[src/rtl/cmdstat_pkg.sv]
package cmdstat_pkg;
  localparam int CMD_W  = 8;
  localparam int PAGE_W = 3;
  localparam int STAT_W = 8;
  localparam int PAGE_LSB = 3;

  // status bit positions (read by host software)
  localparam int ST_RXINH = 7;
  localparam int ST_POR   = 4;
  localparam int ST_RECON = 2;
  localparam int ST_TMA   = 1;
  localparam int ST_TA    = 0;

  typedef struct packed {
    logic              clrTxInt;
    logic              disTx;
    logic              disRx;
    logic              enRx;
    logic              enTx;
    logic              defCfg;
    logic              clrFlags;
    logic              bcastBit;
    logic              longBit;
    logic              clrRecon;
    logic              clrPor;
    logic [PAGE_W-1:0] page;
  } cmdStrobe_t;
endpackage

[src/rtl/cmdstat_decode.sv]
module cmdstat_decode
  import cmdstat_pkg::*;
(
  input  logic             cmdValid,
  input  logic [CMD_W-1:0] cmdByte,
  output cmdStrobe_t       strobe
);
  always_comb begin
    strobe = '0;
    if (cmdValid) begin
      casez (cmdByte)
        8'b0000_0000: strobe.clrTxInt = 1'b1;
        8'b0000_0001: strobe.disTx    = 1'b1;
        8'b0000_0010: strobe.disRx    = 1'b1;
        8'b?0??_?100: begin
          strobe.enRx     = 1'b1;
          strobe.page     = cmdByte[PAGE_LSB +: PAGE_W];
          strobe.bcastBit = cmdByte[7];
        end
        8'b00??_?011: begin
          strobe.enTx = 1'b1;
          strobe.page = cmdByte[PAGE_LSB +: PAGE_W];
        end
        8'b0000_?101: begin
          strobe.defCfg  = 1'b1;
          strobe.longBit = cmdByte[3];
        end
        8'b000?_?110: begin
          strobe.clrFlags = 1'b1;
          strobe.clrRecon = cmdByte[4];
          strobe.clrPor   = cmdByte[3];
        end
        default: strobe = '0;
      endcase
    end
  end
endmodule

[src/rtl/cmdstat_regs.sv]
module cmdstat_regs
  import cmdstat_pkg::*;
(
  input  logic              clk,
  input  logic              rstN,
  input  cmdStrobe_t        strobe,
  input  logic              maskWe,
  input  logic [STAT_W-1:0] maskData,
  input  logic              txDonePulse,
  input  logic              ackPulse,
  input  logic              reconPulse,
  output logic [STAT_W-1:0] statusOut,
  output logic              intN,
  output logic              txEnable,
  output logic [PAGE_W-1:0] txPage,
  output logic              rxEnable,
  output logic [PAGE_W-1:0] rxPage,
  output logic              bcastAccept,
  output logic              longPkt
);
  logic porFlag, reconFlag, tmaFlag, taFlag, txPend;
  logic [STAT_W-1:0] intMask;
  logic [STAT_W-1:0] intSrc;
  logic [STAT_W-1:0] intHit;

  // mode and page state
  always_ff @(posedge clk or negedge rstN) begin
    if (!rstN) begin
      txEnable    <= 1'b0;
      txPage      <= '0;
      rxEnable    <= 1'b0;
      rxPage      <= '0;
      bcastAccept <= 1'b0;
      longPkt     <= 1'b0;
      intMask     <= '0;
    end else begin
      if (strobe.enTx) begin
        txEnable <= 1'b1;
        txPage   <= strobe.page;
      end
      if (strobe.disTx) txEnable <= 1'b0;
      if (strobe.enRx) begin
        rxEnable    <= 1'b1;
        rxPage      <= strobe.page;
        bcastAccept <= strobe.bcastBit;
      end
      if (strobe.disRx)  rxEnable <= 1'b0;
      if (strobe.defCfg) longPkt  <= strobe.longBit;
      if (maskWe)        intMask  <= maskData;
    end
  end

  // flags: clear first, set last so an event is never lost
  always_ff @(posedge clk or negedge rstN) begin
    if (!rstN) begin
      porFlag   <= 1'b1;
      reconFlag <= 1'b0;
      tmaFlag   <= 1'b0;
      taFlag    <= 1'b1;
      txPend    <= 1'b0;
    end else begin
      if (strobe.clrFlags && strobe.clrPor)   porFlag   <= 1'b0;
      if (strobe.clrFlags && strobe.clrRecon) reconFlag <= 1'b0;
      if (reconPulse)                         reconFlag <= 1'b1;
      if (strobe.enTx)                        tmaFlag   <= 1'b0;
      if (ackPulse)                           tmaFlag   <= 1'b1;
      if (strobe.enTx)                        taFlag    <= 1'b0;
      if (strobe.disTx || txDonePulse)        taFlag    <= 1'b1;
      if (strobe.clrTxInt)                    txPend    <= 1'b0;
      if (txDonePulse)                        txPend    <= 1'b1;
    end
  end

  always_comb begin
    statusOut           = '0;
    statusOut[ST_RXINH] = ~rxEnable;
    statusOut[ST_POR]   = porFlag;
    statusOut[ST_RECON] = reconFlag;
    statusOut[ST_TMA]   = tmaFlag;
    statusOut[ST_TA]    = taFlag;
    intSrc              = statusOut;
    intSrc[ST_TA]       = txPend;
  end

  for (genvar i = 0; i < STAT_W; i++) begin : g_hit
    assign intHit[i] = intMask[i] & intSrc[i];
  end

  assign intN = ~|intHit;
endmodule

[src/rtl/cmdstat_unit.sv]
module cmdstat_unit
  import cmdstat_pkg::*;
(
  input  logic              clk,
  input  logic              rstN,
  input  logic              cmdValid,
  input  logic [CMD_W-1:0]  cmdByte,
  input  logic              maskWe,
  input  logic [STAT_W-1:0] maskData,
  input  logic              txDonePulse,
  input  logic              ackPulse,
  input  logic              reconPulse,
  output logic [STAT_W-1:0] statusOut,
  output logic              intN,
  output logic              txEnable,
  output logic [PAGE_W-1:0] txPage,
  output logic              rxEnable,
  output logic [PAGE_W-1:0] rxPage,
  output logic              bcastAccept,
  output logic              longPkt
);
  cmdStrobe_t strobe;

  cmdstat_decode i_decode (
    .cmdValid (cmdValid),
    .cmdByte  (cmdByte),
    .strobe   (strobe)
  );

  cmdstat_regs i_regs (
    .clk         (clk),
    .rstN        (rstN),
    .strobe      (strobe),
    .maskWe      (maskWe),
    .maskData    (maskData),
    .txDonePulse (txDonePulse),
    .ackPulse    (ackPulse),
    .reconPulse  (reconPulse),
    .statusOut   (statusOut),
    .intN        (intN),
    .txEnable    (txEnable),
    .txPage      (txPage),
    .rxEnable    (rxEnable),
    .rxPage      (rxPage),
    .bcastAccept (bcastAccept),
    .longPkt     (longPkt)
  );
endmodule

[config.mk]
export PLATFORM = sky130hd
export DESIGN_NAME = cmdstat_unit
export DESIGN_NICKNAME = d
export VERILOG_FILES = /design/src/rtl/cmdstat_pkg.sv /design/src/rtl/cmdstat_decode.sv /design/src/rtl/cmdstat_regs.sv /design/src/rtl/cmdstat_unit.sv
export SDC_FILE = /design/constraint.sdc
export NUM_CORES = 1
export LEC_CHECK = 0
export CAP_MARGIN = 0
export CORE_MARGIN = 2
export CORE_UTILIZATION = 39
export DETAILED_ROUTE_END_ITERATION = 6
export HOLD_SLACK_MARGIN = 0.1
export PLACE_DENSITY_LB_ADDON = 0.25
export SETUP_SLACK_MARGIN = 0.15
export SLEW_MARGIN = 20
export SYNTH_ARGS = -nofsm -noshare
export SYNTH_HDL_FRONTEND = slang
export SYNTH_SLANG_ARGS = --single-unit
[constraint.sdc]
create_clock -name clk -period 1.35 [get_ports clk]
set_clock_uncertainty 0.15 [all_clocks]
set_input_delay 0.3375 -clock clk [delete_from_list [all_inputs] [get_ports clk]]
set_output_delay 0.3375 -clock clk [all_outputs]
set_load 0.01 [all_outputs]
After elaboration in Yosys (flattened, before gate mapping):

Index checks and enable logic that the tools add are counted.

* flip-flop bits (word level): 23
* latch bits: 0
* RAM bits: 0
* memory bits (read-only): 0
* input bits: 23
* output and inout bits: 19
* word-level logic and storage cells: 60
* memories: 0

* add/sub/neg operators: 0
* $mul: 0
* divide/modulo/power cells: 0
* order comparisons: 0
* equality and inequality tests: 6
* shift operators: 0
* mux-type cells: 23
* bitwise operators: 6
* reduce and logical (&&, ||, !) cells: 13

Operator list (number)
* $mux W1: 20
* $mux W14: 1
* $reduce_bool A2 Y1: 6
* $eq A8 B1 Y1 const B: 1
* $eq A8 B2 Y1 const B: 1
* $logic_not A8 Y1: 1
* $eq A7 B3 Y1 const B: 1
* $eq A6 B3 Y1 const B: 1
* $and A1 B1 Y1: 5
* $eq A5 B2 Y1 const B: 1
* $reduce_or A5 Y1: 1
* $eq A4 B3 Y1 const B: 1
* $mux W3: 1
* $logic_and A1 B1 Y1: 2
* $mux W2: 1
* $reduce_or A2 Y1: 1
* $logic_not A1 Y1: 1
* $logic_or A1 B1 Y1: 1
* $not A1 Y1: 1

Depth between registers and ports, before layout:

* depth in word-level cells: 7
* gate-level depth with buffers: 4

By module:

A second synthesis with hierarchy kept.

* cell total of the unflattened synthesis: 86
* area total of the unflattened synthesis: 1037.2 µm²

By module, submodules not included
* cmdstat_regs: instances 1, cells an instance 57, area an instance 805.8 µm², sequential area each 503.0 µm²
* cmdstat_decode: instances 1, cells an instance 29, area an instance 231.5 µm², sequential area each 0.0 µm²

Worst setup path after synthesis:

OpenSTA, ideal clock, no wires.

* kind: input to register
* start: input port cmdByte[7]
* end: register i_regs.longPkt
* library setup time: 125 ps
* arrival time: 1467 ps
* path slack: -391 ps
* stages on the path: 3
* cell sequence: or4_1 nor4_1 mux2_2

* word-level cells in the longest chain between the ends: 3
* elaborated cells between the ends (all ways): 4

Ends and longest elaborated chain
* start, declared: line cmdstat_unit.sv:7 `input logic [CMD_W-1:0] cmdByte,`
* $eq A7 B3 Y1 *: line cmdstat_decode.sv:11 `casez (cmdByte)`
* $mux W1: line cmdstat_decode.sv:11
* $mux W14 *: line cmdstat_decode.sv:10 `if (cmdValid) begin`
* end signal, assigned: line cmdstat_regs.sv:48 `if (strobe.defCfg) longPkt <= strobe.longBit;`
* end, declared: line cmdstat_regs.sv:19 `output logic longPkt`

Every way passes the cells marked *; elsewhere a longest branch is shown, timed or not.
A chain may end at the register's enable or synchronous reset.

Worst setup path after layout:

* start: register i_regs.txPend
* end: output port intN

* word-level cells in the longest chain between the ends: 3

Ends and longest elaborated chain
* start, declared: line cmdstat_regs.sv:21 `logic porFlag, reconFlag, tmaFlag, taFlag, txPend;`
* start signal, assigned: line cmdstat_regs.sv:60 `txPend <= 1'b0;`
* start signal, assigned: line cmdstat_regs.sv:69 `if (strobe.clrTxInt) txPend <= 1'b0;`
* start signal, assigned: line cmdstat_regs.sv:70 `if (txDonePulse) txPend <= 1'b1;`
* $and A1 B1 Y1: line cmdstat_regs.sv:86 `assign intHit[i] = intMask[i] & intSrc[i];`
* $reduce_or A5 Y1: line cmdstat_regs.sv:89 `assign intN = ~|intHit;`
* $logic_not A1 Y1: line cmdstat_regs.sv:89
* end, declared: line cmdstat_unit.sv:14 `output logic intN,`

Every way passes these cells.

==> results.toml <==
[status]
outcome = "finished with violations"
violations = "negative setup slack"

[timing]
fin_ws_ns = -0.4600
period_share_pct = 134.1
final_hold_viol_count = 0
setup-violations-final = 12
finalCriticalPeriod_ns = 1.810
maxSlewViolCount = 0
fin_tns_setup_ns = -1.551
grt_setup_unrepaired = "true"
max_freq_mhz = 552.5

[place]
postPlaceCellArea_um2 = 1414
dpl_worst_slack_ns = -0.8957
port-buffer-count = 35
gp_congestion = 0.7538
dp.final_hpwl_um = 1555

[cells_and_area]
drive_above_1_share_pct = 61.76
finalInstanceArea_um2 = 1588
layout_commonest_cell = "buf_6"
syn2layout_area_growth_pct = 79.49
n_antenna_cell = 0
final_cell_mix = "buf_6 (21), dfrtp_1 (18), buf_4 (16)"
nets = 160

[synth]
ys.flop_type = "dfrtp_1"
synth_seq_cells = 20
synth_top_area_share_pct = 50.92
synth_warnings = 0
yosysUniqueCellTypes = 23
syn_area_per_cell_um2 = 12.12
ys_top_cells_by_area = "dfrtp_1 (51%), mux2_2 (17%), buf_4 (5.9%), dfstp_2 (5.9%), inv_1 (2.1%)"
synth_top_area_cell = "dfrtp_1"
ys_seq_area_share_pct = 56.86
synth_area_um2 = 884.6
synth_edf_count = 0
synth_cells = 73
async_flop_share_pct = 100.0

[worst_setup_path]
worstPathBufferInverterCount = 1
crit_chain = "a222oi_1 > and3_1 > buf_2"
crit_arrival_ns = 1.32
required_ns = 0.86
worstSetupPathType = "reg2out"
crit_fanout = 2
cpLargestDelayFamily = "flip-flops"
endpoint_kind = "output port"
cp-start-kind = "register"
slowest_stage = "dfrtp_1"
max_stage_delay_ns = 0.40

[routing]
first_pass_iters = 4
routed_wl_um = 2227
vias = 780
post-route-drc-count = 0
post_drt_wl_per_cell_um = 13.58
vias_per_cell = 4.756
final_antenna_net_count = 0
drt-initial-drc-count = 9

[floorplanning]
core_um2 = 2170
initial_utilization_pct = 40.77
io_pins = 42
die_w_um = 51.63
die-area_um2 = 2665
die_height_um = 51.63
rows = 17

[clocking]
cts_buffers = 3
ctsHtreeMaxLevel = 1
cts_tree = "yes"
clock_path_buffers = 2
clock_latency_ns = 0.30
clk_pin_slew_ns = 0.12
holdBufCountCts = 0
clock-root-buffer = "clkbuf_4"
cts.sinks = 20

[grt]
groute.usage.overall_pct = 19.29
overflow = 0
grt_max_degree = 21
grt_pass1_vias = 816
grt_antenna_before_repair = 0
grt_pass1_wl_um = 3795

[pwr]
leakage_nw = 0.7592
power.density_nw_per_um2 = 968.0
peakVddDrop_uv = 719.3

[min_path]
min-delay-path-class = "in2async"

[job]
maxCapViolCount = 0
==> cell families after synthesis <==
| family | Yosys count | share of synthesized area, % |
|---|---|---|
| flops | 20 | 56.86 |
| simple gates | 18 | 10.47 |
| mux | 13 | 16.55 |
| buf+inv | 13 | 8.486 |
| compound gates | 8 | 7.215 |
| other cells | 1 | 0.4239 |
==> cell type report <==
type | instances | area (µm²)
multi-input cells | 42 | 412.9
repair buffers | 65 | 581.8
well taps | 28 | 35.03
fillers | 170 | 581.8
inverters | 5 | 18.77
flip-flops and latches | 20 | 503.0
clock buffers | 4 | 36.28
==> what timing repair did <==
item | CTS | global route
cloned | 0 | 0
buffers inserted | 7 | 6
endpoints found under the setup margin | 36 | 31
gates resized for setup | 123 | 5
pin swaps | 12 | 6
==> metal layers <==
metal  share of wire (%)  up-vias  global-route usage (%)
met3                 4.9        0                   4.023
met5                   0        -                       0
met1                  43      387                   24.58
li1                    -      374                       -
met4                   0        0                   5.263
met2                  52       19                   33.12
==> worst paths after layout <==
check,from,end,slack [ns],depth (start not counted)
max,i_regs.txPend$_DFFE_PN0P_,intN,-0.46,3
min,rstN,i_regs.rxPage[0]$_DFFE_PN0P_,0.20,2
max reg2reg,i_regs.rxEnable$_DFFE_PN0P_,i_regs.rxEnable$_DFFE_PN0P_,0.19,4
min reg2reg,i_regs.txPage[2]$_DFFE_PN0P_,i_regs.txPage[2]$_DFFE_PN0P_,0.37,1
max in group asynchronous,rstN,i_regs.taFlag$_DFFE_PN1P_,0.63,2
min in group clk,cmdByte[7],i_regs.bcastAccept$_DFFE_PN0P_,0.20,3
==> sequential cells by signal, indices dropped and copies added (netlist names) <==
register            cells
i_regs.taFlag           1
i_regs.txEnable         1
i_regs.porFlag          1
i_regs.longPkt          1
i_regs.tmaFlag          1
i_regs.txPage           3
i_regs.txPend           1
i_regs.bcastAccept      1
i_regs.rxEnable         1
i_regs.intMask          5
i_regs.rxPage           3
i_regs.reconFlag        1
==> where the power goes <==
group          leakage [nW]  switching [W]  internal, W
clock                0.0210       0.000196     0.000164
sequential            0.226      0.0000372     0.000671
combinational         0.512       0.000174     0.000294
total                 0.759       0.000407      0.00113
==> through the flow <==
step,total power (W),instances,hold WS (ns),utilization (%)
2_1_floorplan,0.0008709,75,-0.1081,-
5_1_grt,0.001613,164,0.2001,73.18
3_5_place_dp,0.001146,147,0.3419,65.17
4_1_cts,0.001482,158,0.1989,70.30
6_report,0.001537,164,0.2005,73.18
3_3_place_gp,0.001141,147,0.3433,65.17
==> cell usage after synthesis, drive strengths merged (2+ instances only) <==
| cell | n |
|---|---|
| mux2 | 13 |
| nor4 | 3 |
| nor3 | 2 |
| nand2 | 4 |
| dfstp | 2 |
| inv | 5 |
| nor2 | 4 |
| dfrtp | 18 |
| or4 | 2 |
| buf | 7 |
Note: power is estimated with default switching activity, not from simulation.
